**src/rtl/mulrnd_pkg.sv**
```systemverilog
package mulrnd_pkg;

    typedef enum logic [2:0] {
        OP_LD_MR_S = 3'd0,
        OP_LD_MR_U = 3'd1,
        OP_MUL     = 3'd2,
        OP_MUL_RND = 3'd3,
        OP_LD_PH   = 3'd4
    } mr_op_e;

    typedef enum logic [1:0] {
        PH_SRC_DATA  = 2'd0,
        PH_SRC_TRUNC = 2'd1,
        PH_SRC_ROUND = 2'd2
    } ph_src_e;

    typedef struct packed {
        logic    ld_mr;
        logic    um_val;
        logic    wr_ph;
        ph_src_e ph_sel;
    } mr_ctrl_t;

    function automatic logic is_mul_op(input logic [2:0] op);
        return (op == OP_MUL) || (op == OP_MUL_RND);
    endfunction

endpackage

```
**src/rtl/mulrnd_dec.sv**
```systemverilog
module mulrnd_dec
    import mulrnd_pkg::*;
(
    input  logic       valid,
    input  logic [2:0] op,
    output mr_ctrl_t   ctrl
);

    always_comb begin
        ctrl        = '0;
        ctrl.ph_sel = PH_SRC_DATA;
        if (valid) begin
            case (op)
                OP_LD_MR_S: begin
                    ctrl.ld_mr  = 1'b1;
                    ctrl.um_val = 1'b0;
                end
                OP_LD_MR_U: begin
                    ctrl.ld_mr  = 1'b1;
                    ctrl.um_val = 1'b1;
                end
                OP_MUL: begin
                    ctrl.wr_ph  = 1'b1;
                    ctrl.ph_sel = PH_SRC_TRUNC;
                end
                OP_MUL_RND: begin
                    ctrl.wr_ph  = 1'b1;
                    ctrl.ph_sel = PH_SRC_ROUND;
                end
                OP_LD_PH: begin
                    ctrl.wr_ph  = 1'b1;
                    ctrl.ph_sel = PH_SRC_DATA;
                end
                default: ctrl = '0;
            endcase
        end
    end

endmodule

```
**src/rtl/mulrnd_mult.sv**
```systemverilog
module mulrnd_mult #(
    parameter int W = 16
) (
    input  logic         clk,
    input  logic         rst,
    input  logic [W-1:0] fac_a,
    input  logic [W-1:0] fac_b,
    input  logic         uns,
    output logic [W-1:0] hi_trunc,
    output logic [W-1:0] hi_round
);

    localparam int          PW       = 2 * W;
    localparam logic [PW-1:0] HALF_LSB = PW'(1) << (W - 1);

    logic [PW-1:0] ext_a, ext_b, prod, prod_rnd;

    // Sign or zero extension to full product width; the low PW bits of the
    // wide product equal the exact signed or unsigned product.
    always_comb begin
        ext_a = uns ? {{W{1'b0}}, fac_a} : {{W{fac_a[W-1]}}, fac_a};
        ext_b = uns ? {{W{1'b0}}, fac_b} : {{W{fac_b[W-1]}}, fac_b};
    end

    assign prod     = ext_a * ext_b;
    assign prod_rnd = prod + HALF_LSB;
    assign hi_trunc = prod[PW-1:W];
    assign hi_round = prod_rnd[PW-1:W];

    // The rounded upper half is the truncated one or one above it (mod 2^W).
    AST_RND_STEP: assert property (@(posedge clk) disable iff (rst)
        ((hi_round - hi_trunc) == W'(0)) || ((hi_round - hi_trunc) == W'(1)));

endmodule

```
**src/rtl/mulrnd_unit.sv**
```systemverilog
module mulrnd_unit
    import mulrnd_pkg::*;
#(
    parameter int DATA_W = 16
) (
    input  logic              clk,
    input  logic              rst,
    input  logic              cmd_valid,
    input  logic [2:0]        cmd_op,
    input  logic [DATA_W-1:0] cmd_data,
    output logic [DATA_W-1:0] ph_q,
    output logic [DATA_W-1:0] mr_q,
    output logic              um_q
);

    mr_ctrl_t          ctrl;
    logic [DATA_W-1:0] hi_trunc, hi_round, ph_next;

    mulrnd_dec i_dec (
        .valid (cmd_valid),
        .op    (cmd_op),
        .ctrl  (ctrl)
    );

    mulrnd_mult #(.W(DATA_W)) i_mult (
        .clk      (clk),
        .rst      (rst),
        .fac_a    (mr_q),
        .fac_b    (cmd_data),
        .uns      (um_q),
        .hi_trunc (hi_trunc),
        .hi_round (hi_round)
    );

    always_comb begin
        case (ctrl.ph_sel)
            PH_SRC_TRUNC: ph_next = hi_trunc;
            PH_SRC_ROUND: ph_next = hi_round;
            default:      ph_next = cmd_data;
        endcase
    end

    always_ff @(posedge clk) begin
        if (rst) begin
            ph_q <= '0;
            mr_q <= '0;
            um_q <= 1'b0;
        end else begin
            if (ctrl.ld_mr) begin
                mr_q <= cmd_data;
                um_q <= ctrl.um_val;
            end
            if (ctrl.wr_ph) begin
                ph_q <= ph_next;
            end
        end
    end

    AST_LOAD_SIGNED: assert property (@(posedge clk) disable iff (rst)
        (cmd_valid && cmd_op == 3'd0) |=> (mr_q == $past(cmd_data) && !um_q));

    AST_LOAD_UNSIGNED: assert property (@(posedge clk) disable iff (rst)
        (cmd_valid && cmd_op == 3'd1) |=> (mr_q == $past(cmd_data) && um_q));

    AST_MUL_KEEPS_MODE: assert property (@(posedge clk) disable iff (rst)
        (cmd_valid && is_mul_op(cmd_op)) |=> ($stable(mr_q) && $stable(um_q)));

    AST_PH_LOAD: assert property (@(posedge clk) disable iff (rst)
        (cmd_valid && cmd_op == 3'd4) |=> (ph_q == $past(cmd_data) && $stable(mr_q) && $stable(um_q)));

    AST_IDLE_HOLD: assert property (@(posedge clk) disable iff (rst)
        (!cmd_valid || cmd_op > 3'd4) |=> ($stable(ph_q) && $stable(mr_q) && $stable(um_q)));

endmodule

```
**config.mk**
```make
export PLATFORM = sky130hd
export DESIGN_NAME = mulrnd_unit
export DESIGN_NICKNAME = d
export VERILOG_FILES = /design/src/rtl/mulrnd_pkg.sv /design/src/rtl/mulrnd_dec.sv /design/src/rtl/mulrnd_mult.sv /design/src/rtl/mulrnd_unit.sv
export SDC_FILE = /design/constraint.sdc
export NUM_CORES = 1
export LEC_CHECK = 0
export ABC_AREA = 0
export BUFFER_PORTS_ARGS = -buffer_cell sky130_fd_sc_hd__buf_2
export CAP_MARGIN = 20
export CORE_ASPECT_RATIO = 1.75
export CORE_MARGIN = 3
export CORE_UTILIZATION = 40
export DETAILED_ROUTE_END_ITERATION = 8
export PLACE_DENSITY = 0.62
export REMOVE_ABC_BUFFERS = 1
export SLEW_MARGIN = 20
export SYNTH_ARGS = -nofsm -noshare
export SYNTH_HDL_FRONTEND = slang
export SYNTH_SLANG_ARGS = --single-unit
```
**constraint.sdc**
```tcl
create_clock -name clk -period 10.35 [get_ports clk]
set_clock_uncertainty 0.05 [all_clocks]
set_input_delay 2.07 -clock clk [delete_from_list [all_inputs] [get_ports clk]]
set_output_delay 2.07 -clock clk [all_outputs]
set_load 0.005 [all_outputs]
```
==> impl_metrics.tcl, run 1 <==
set metrics [dict create \
    status "finished, final reports clean" \
    synth_top_area_share_pct 45.24 \
    clockBufferDepth 2 \
    setup-violations-final 0 \
    area_growth_pct 6.592 \
    cts_sinks 33 \
    clockRootBuffer "clkbuf_16" \
    p_per_area_nw_per_um2 78.97 \
    syn_inst 1623 \
    critPathCaptureType "flop" \
    tns_ns 0 \
    worstPathArrival_ns 9.98 \
    clock.fmax_ghz 0.1015 \
    fin_crit_sh_pct 95.24 \
    antenna_found_initial 0 \
    overflow 0 \
    remaining_drc_errors 0 \
    die_w_um 151.5 \
    synth_cell_types 68 \
    async_flop_share_pct 0 \
    min_path_type "reg2reg" \
    fp-row-count 92 \
    whs_path_depth 2 \
    critical_path_required_ns 10.47 \
    fin_nets 2128 \
    detail_route.wl_per_cell_um 21.40 \
    grt_setup_unrepaired "false" \
    place_congestion 1.001 \
    avgSynthCellArea_um2 9.134 \
    core-area_um2 36260 \
    place.detailed.hpwl_mm 38.11 \
    syn-cell-area_um2 14820 \
    cts_inserted_buffers 5 \
    grt_pass1_wl_mm 71.59 \
    hold_viol 0 \
    initial_core_util_pct 40.88 \
    synthTopCellsByArea "fa_1 45%, ha_1 11%, inv_1 8.7%, and2_1 8.4%, dfxtp_1 4.5%" \
    grt_pass1_vias 12900 \
    synth_seq_cells 33 \
    cap_violations 0 \
    cts_tree "built" \
    num_vias 11370 \
    timing.critical_path.fanout_max 9 \
    clk_latency_ns 0.29 \
    h-tree-depth 2 \
    final_antenna_net_count 0 \
    whs_ns 0.4018 \
    port_buffers 54 \
    ff2ff_path_depth 27 \
    yosysSeqAreaShare_pct 4.456 \
    die-area_um2 39500 \
    pin_count 55 \
    worstHoldStart "ph_q[7]$_SDFFE_PP0P_" \
    drt-pass1-iter-count 5 \
    cp-start-kind "primary input" \
    grt_usage_pct 24.06 \
    regArea_um2 660.6 \
    path_class "in2reg" \
    synth_edf_count 0 \
    yosys_warnings 0 \
    ys.flop_type "dfxtp_1" \
    n_fill_cell 3624 \
    maxSlewViolCount 0 \
    cp-startpoint "cmd_data[3]" \
    drtIter0Drc 475 \
    min_period_ns 9.857 \
    clk_pin_slew_ns 0.06 \
    drt-vias-per-instance 5.368 \
    reg2reg_from "mr_q[15]$_SDFFE_PP0P_" \
    multiInputGateArea_um2 12600 \
    grt_max_degree 36 \
    p_leak_nw 8.202 \
    peakVddDrop_v 0.00006511 \
    maxSlewHeadroom_pct 32.30 \
    cts_hold_buf 0 \
    worst_slew_pin_slew_ns 1.014 \
    die_h_um 260.7 \
    drt_wl_total_mm 45.33 \
    drive_gt1_share_pct 7.165 \
    synth_top_area_cell "fa_1" \
]
worst max-delay path: stages:
cell      delay (ns)
buf_2           0.18
buf_4           0.18
and2_1          0.17
fa_1            0.57
fa_1            0.45
fa_1            0.54
inv_1           0.07
fa_1            0.53
inv_1           0.05
fa_1            0.50
inv_1           0.05
fa_1            0.53
inv_1           0.05
fa_1            0.49
fa_1            0.47
ha_1            0.42
a21oi_1         0.33
o21ai_0         0.25
o21bai_1        0.24
o31a_1          0.18
xnor2_1         0.65
nand4b_1        0.29
nor2_2          0.11
xor2_1          0.17
a221oi_1        0.09
o41ai_1         0.36
placed cells by master, fill, tap and decap left out, drive strengths merged, types with 4 or more instances in the layout:
master   Yosys  routed
a2111oi      4       4
a211oi       8       8
a21o        12      12
a21oi       64      64
a221o        4       4
a221oi       5       5
and2       198     198
and4         4       4
buf          9      88
clkbuf      63       6
dfxtp       33      33
fa         335     335
ha         125     125
inv        342     342
nand2      168     168
nand2b       7       7
nand3       11      11
nand4       10      10
nor2        31      31
nor2b        6       6
nor3        12      12
nor4         4       4
o211ai       9       9
o21a         5       5
o21ai       28      28
o21bai       6       6
o22ai        5       5
o311ai       4       4
o41ai        6       6
xnor2       46      46
xor2        17      17
registers in the layout, summed over array words and instances (netlist names):
| signal | flops |
|---|---|
| mr_q | 16 |
| um_q | 1 |
| ph_q | 16 |
repair_timing:
action	in CTS	in global routing
gates resized for setup	0	1
endpoints found under the hold margin	0	0
setup endpoints to repair	0	3
setup buffers	0	0
final timing paths:
| check | endpoint | slack (ns) |
|---|---|---|
| min | ph_q[7]$_SDFFE_PP0P_ | 0.40 |
| min reg2reg | ph_q[7]$_SDFFE_PP0P_ | 0.40 |
| max | ph_q[6]$_SDFFE_PP0P_ | 0.49 |
| max reg2reg | ph_q[14]$_SDFFE_PP0P_ | 1.49 |
synthesized netlist by cell type (all sizes together) (11+ instances only):
cell type	instances
xnor2	46
inv	342
clkbuf	63
a21o	12
a21oi	64
xor2	17
o21ai	28
nor3	12
dfxtp	33
nor2	31
nand2	168
ha	125
and2	198
nand3	11
fa	335
through the flow:
step	total power, mW	setup WS [ns]	cell area (um^2)	cells	util (%)
after detailed placement	1.104	0.04611	15660	2109	43.17
after global placement	1.079	0.0001483	15660	2109	43.17
after global routing	1.364	0.07573	15800	2117	43.57
after floorplan	0.7986	1.036	14540	1551	-
final	1.248	0.4932	15800	2118	43.58
after CTS	1.261	0.2753	15790	2117	43.56
layout make-up:
class	count	share of cell area (%)
inverters	342	8.124
multi-input cells	1176	79.75
clock inverters	2	0.06335
well taps	470	3.722
clock buffers	6	0.8156
diodes	1	0.01584
flip-flops and latches	33	4.181
repair buffers	88	3.326
where the power goes:
| part | internal, mW | leakage [nW] | total (mW) | switching (mW) |
|---|---|---|---|---|
| Clock | 0.0885 | 0.0706 | 0.149 | 0.0603 |
| Sequential | 0.133 | 0.269 | 0.142 | 0.00949 |
| Combinational | 0.367 | 7.86 | 0.957 | 0.590 |
| Total | 0.588 | 8.20 | 1.25 | 0.660 |
cell families after synthesis:
logic type / Yosys count / share of synthesized area (%)
AOI/OAI and AO/OA: 185 / 8.516
adders and majority gates: 460 / 55.79
and+or+nand+nor: 464 / 16.55
muxes: 4 / 0.2954
DFF: 33 / 4.456
buffers and inverters: 414 / 10.57
xor gates and xnor gates: 63 / 3.823
routing by layer:
layer	vias to the layer above	part of all wire (%)	track usage, %
met5	-	0	0
met4	0	7.3	13.79
met3	120	2.2	1.320
met2	277	57	47.27
met1	5948	33	24.35
li1	5024	-	-
Note: power is estimated with default switching activity, not from simulation.
==> inputs of run 2 (changes only) <==
CORE_UTILIZATION = 44   (was 40)
PLACE_DENSITY = 0.66   (was 0.62)
==> impl_metrics.tcl, run 2 (same netlist as run 1, synthesis figures left out) <==
set metrics [dict create \
    clockRootBuffer "clkbuf_16" \
    cts_sinks 33 \
    remaining_drc_errors 0 \
    drive_gt1_share_pct 7.008 \
    min_period_ns 9.981 \
    detail_route.wl_per_cell_um 21.08 \
    die-area_um2 36020 \
    area_growth_pct 6.457 \
    clk_pin_slew_ns 0.06 \
    grt_max_degree 36 \
    path_class "in2reg" \
    cap_violations 0 \
    postLayoutCoreUtil_pct 47.62 \
    diodes 0 \
    num_vias 11310 \
    p_per_area_nw_per_um2 80.76 \
    clockBufferDepth 2 \
    cp_top_family "adder cells" \
    status "finished, final reports clean" \
    overflow 0 \
    crit_slowest_cell "fa_1" \
    maxSlewHeadroom_pct 30.24 \
    h-tree-depth 2 \
    setup-violations-final 0 \
    final_cell_mix "342 x inv_1, 335 x fa_1, 198 x and2_1" \
    antenna_found_initial 0 \
    placed_cell_area_um2 15580 \
    drtIter0Drc 468 \
    peakVddDrop_v 0.00006253 \
    worstHoldStart "ph_q[7]$_SDFFE_PP0P_" \
    worst_slew_pin_slew_ns 1.045 \
    die_h_um 248.8 \
    cts_hold_buf 0 \
    drt-pass1-iter-count 4 \
    hold_viol 0 \
    clock.fmax_ghz 0.1002 \
    grt_setup_unrepaired "false" \
    pin_count 55 \
    core-area_um2 33140 \
    place_congestion 0.9324 \
    p_leak_nw 8.190 \
    reg2reg_from "um_q$_SDFFE_PP0P_" \
    tns_ns 0 \
    fin_nets 2122 \
    place.detailed.hpwl_mm 36.78 \
    design_area_um2 15780 \
    cp-startpoint "cmd_data[2]" \
    die_w_um 144.8 \
    fp-row-count 88 \
    n_fill_cell 3199 \
    reg_top3 "mr_q x16, ph_q x16, um_q x1" \
    final_common_cell "inv_1" \
    clk_latency_ns 0.29 \
    cts_tree "built" \
    drt-vias-per-instance 5.408 \
    grt_pass1_vias 12740 \
    cts_resized 0 \
    min_path_type "reg2reg" \
    critical_path_required_ns 10.46 \
    path_buf_inv 6 \
    fin_crit_sh_pct 96.43 \
    postCtsSetupBuffers 0 \
    grt_usage_pct 25.45 \
    initial_core_util_pct 44.73 \
    critPathCaptureType "flop" \
    cp_slowest_stage_delay_ns 0.53 \
    port_buffers 54 \
    cts_inserted_buffers 5 \
    cp-start-kind "primary input" \
    maxSlewViolCount 0 \
    final_antenna_net_count 0 \
    drt_wl_total_mm 44.07 \
    crit_top_cell "fa_1" \
    grt_pass1_wl_mm 69.69 \
    timing.critical_path.fanout_max 19 \
    worstPathArrival_ns 10.09 \
]
-- run 2: cell types whose count changed in the layout (fill, tap and decap cells not counted), sizes merged --
| cell | before | now |
|---|---|---|
| diode | 1 | 0 |
| bufinv | 0 | 1 |
| clkinvlp | 0 | 1 |
| buf | 88 | 82 |
| clkinv | 2 | 0 |
-- run 2: worst min-delay path, stage by stage, from the launching register on --
cell and delay, ns:
dfxtp_1 0.31, nand2_1 0.05, a21oi_1 0.05
-- run 2: path summary, 6_finish.rpt --
path	cells past startpoint	endpoint	slack [ns]
worst max-delay path	26	ph_q[10]$_SDFFE_PP0P_	0.37
worst min-delay path	2	ph_q[7]$_SDFFE_PP0P_	0.40
worst min register to register	2	ph_q[7]$_SDFFE_PP0P_	0.40
worst max register to register	26	ph_q[12]$_SDFFE_PP0P_	1.52
-- run 2: per-stage QoR --
step                instances  total power [mW]  worst slack, ns  hold slack [ns]
floorplan                1551            0.7986            1.036           0.3922
global placement         2083             1.066          0.03413           0.3874
detailed placement       2083             1.087          0.01986           0.3943
CTS                      2091             1.280           0.3067           0.4042
global route             2091             1.394         0.003605           0.4225
finish                   2091             1.275           0.3691           0.4034
-- run 2: where the power goes --
group | switching [mW] | leakage (nW) | internal, mW | total [mW]
combinational | 0.583 | 7.84 | 0.362 | 0.946
clock | 0.0659 | 0.0831 | 0.120 | 0.186
sequential | 0.0101 | 0.269 | 0.133 | 0.143
total | 0.659 | 8.19 | 0.615 | 1.27
-- run 2: final cells by class --
type / instances / area [um^2] / area share (%)
clock buffer: 6 / 138.9 / 0.8800
sequential: 33 / 660.6 / 4.186
inverter: 342 / 1284 / 8.134
clock inverter: 2 / 37.54 / 0.2378
tap: 450 / 563.0 / 3.568
timing repair buffer: 82 / 480.5 / 3.044
multi-input combinational: 1176 / 12620 / 79.95
-- run 2: routing by layer --
| layer | up-vias | part of all wire (%) | track usage [%] | routed length, um |
|---|---|---|---|---|
| li1 | 5006 | - | - | - |
| met1 | 5868 | 33 | 26.98 | 14720 |
| met2 | 309 | 57 | 48.07 | 24960 |
| met3 | 125 | 2.2 | 0.9028 | 968 |
| met4 | 0 | 7.8 | 15.34 | 3425 |
| met5 | - | 0 | 0 | 0 |
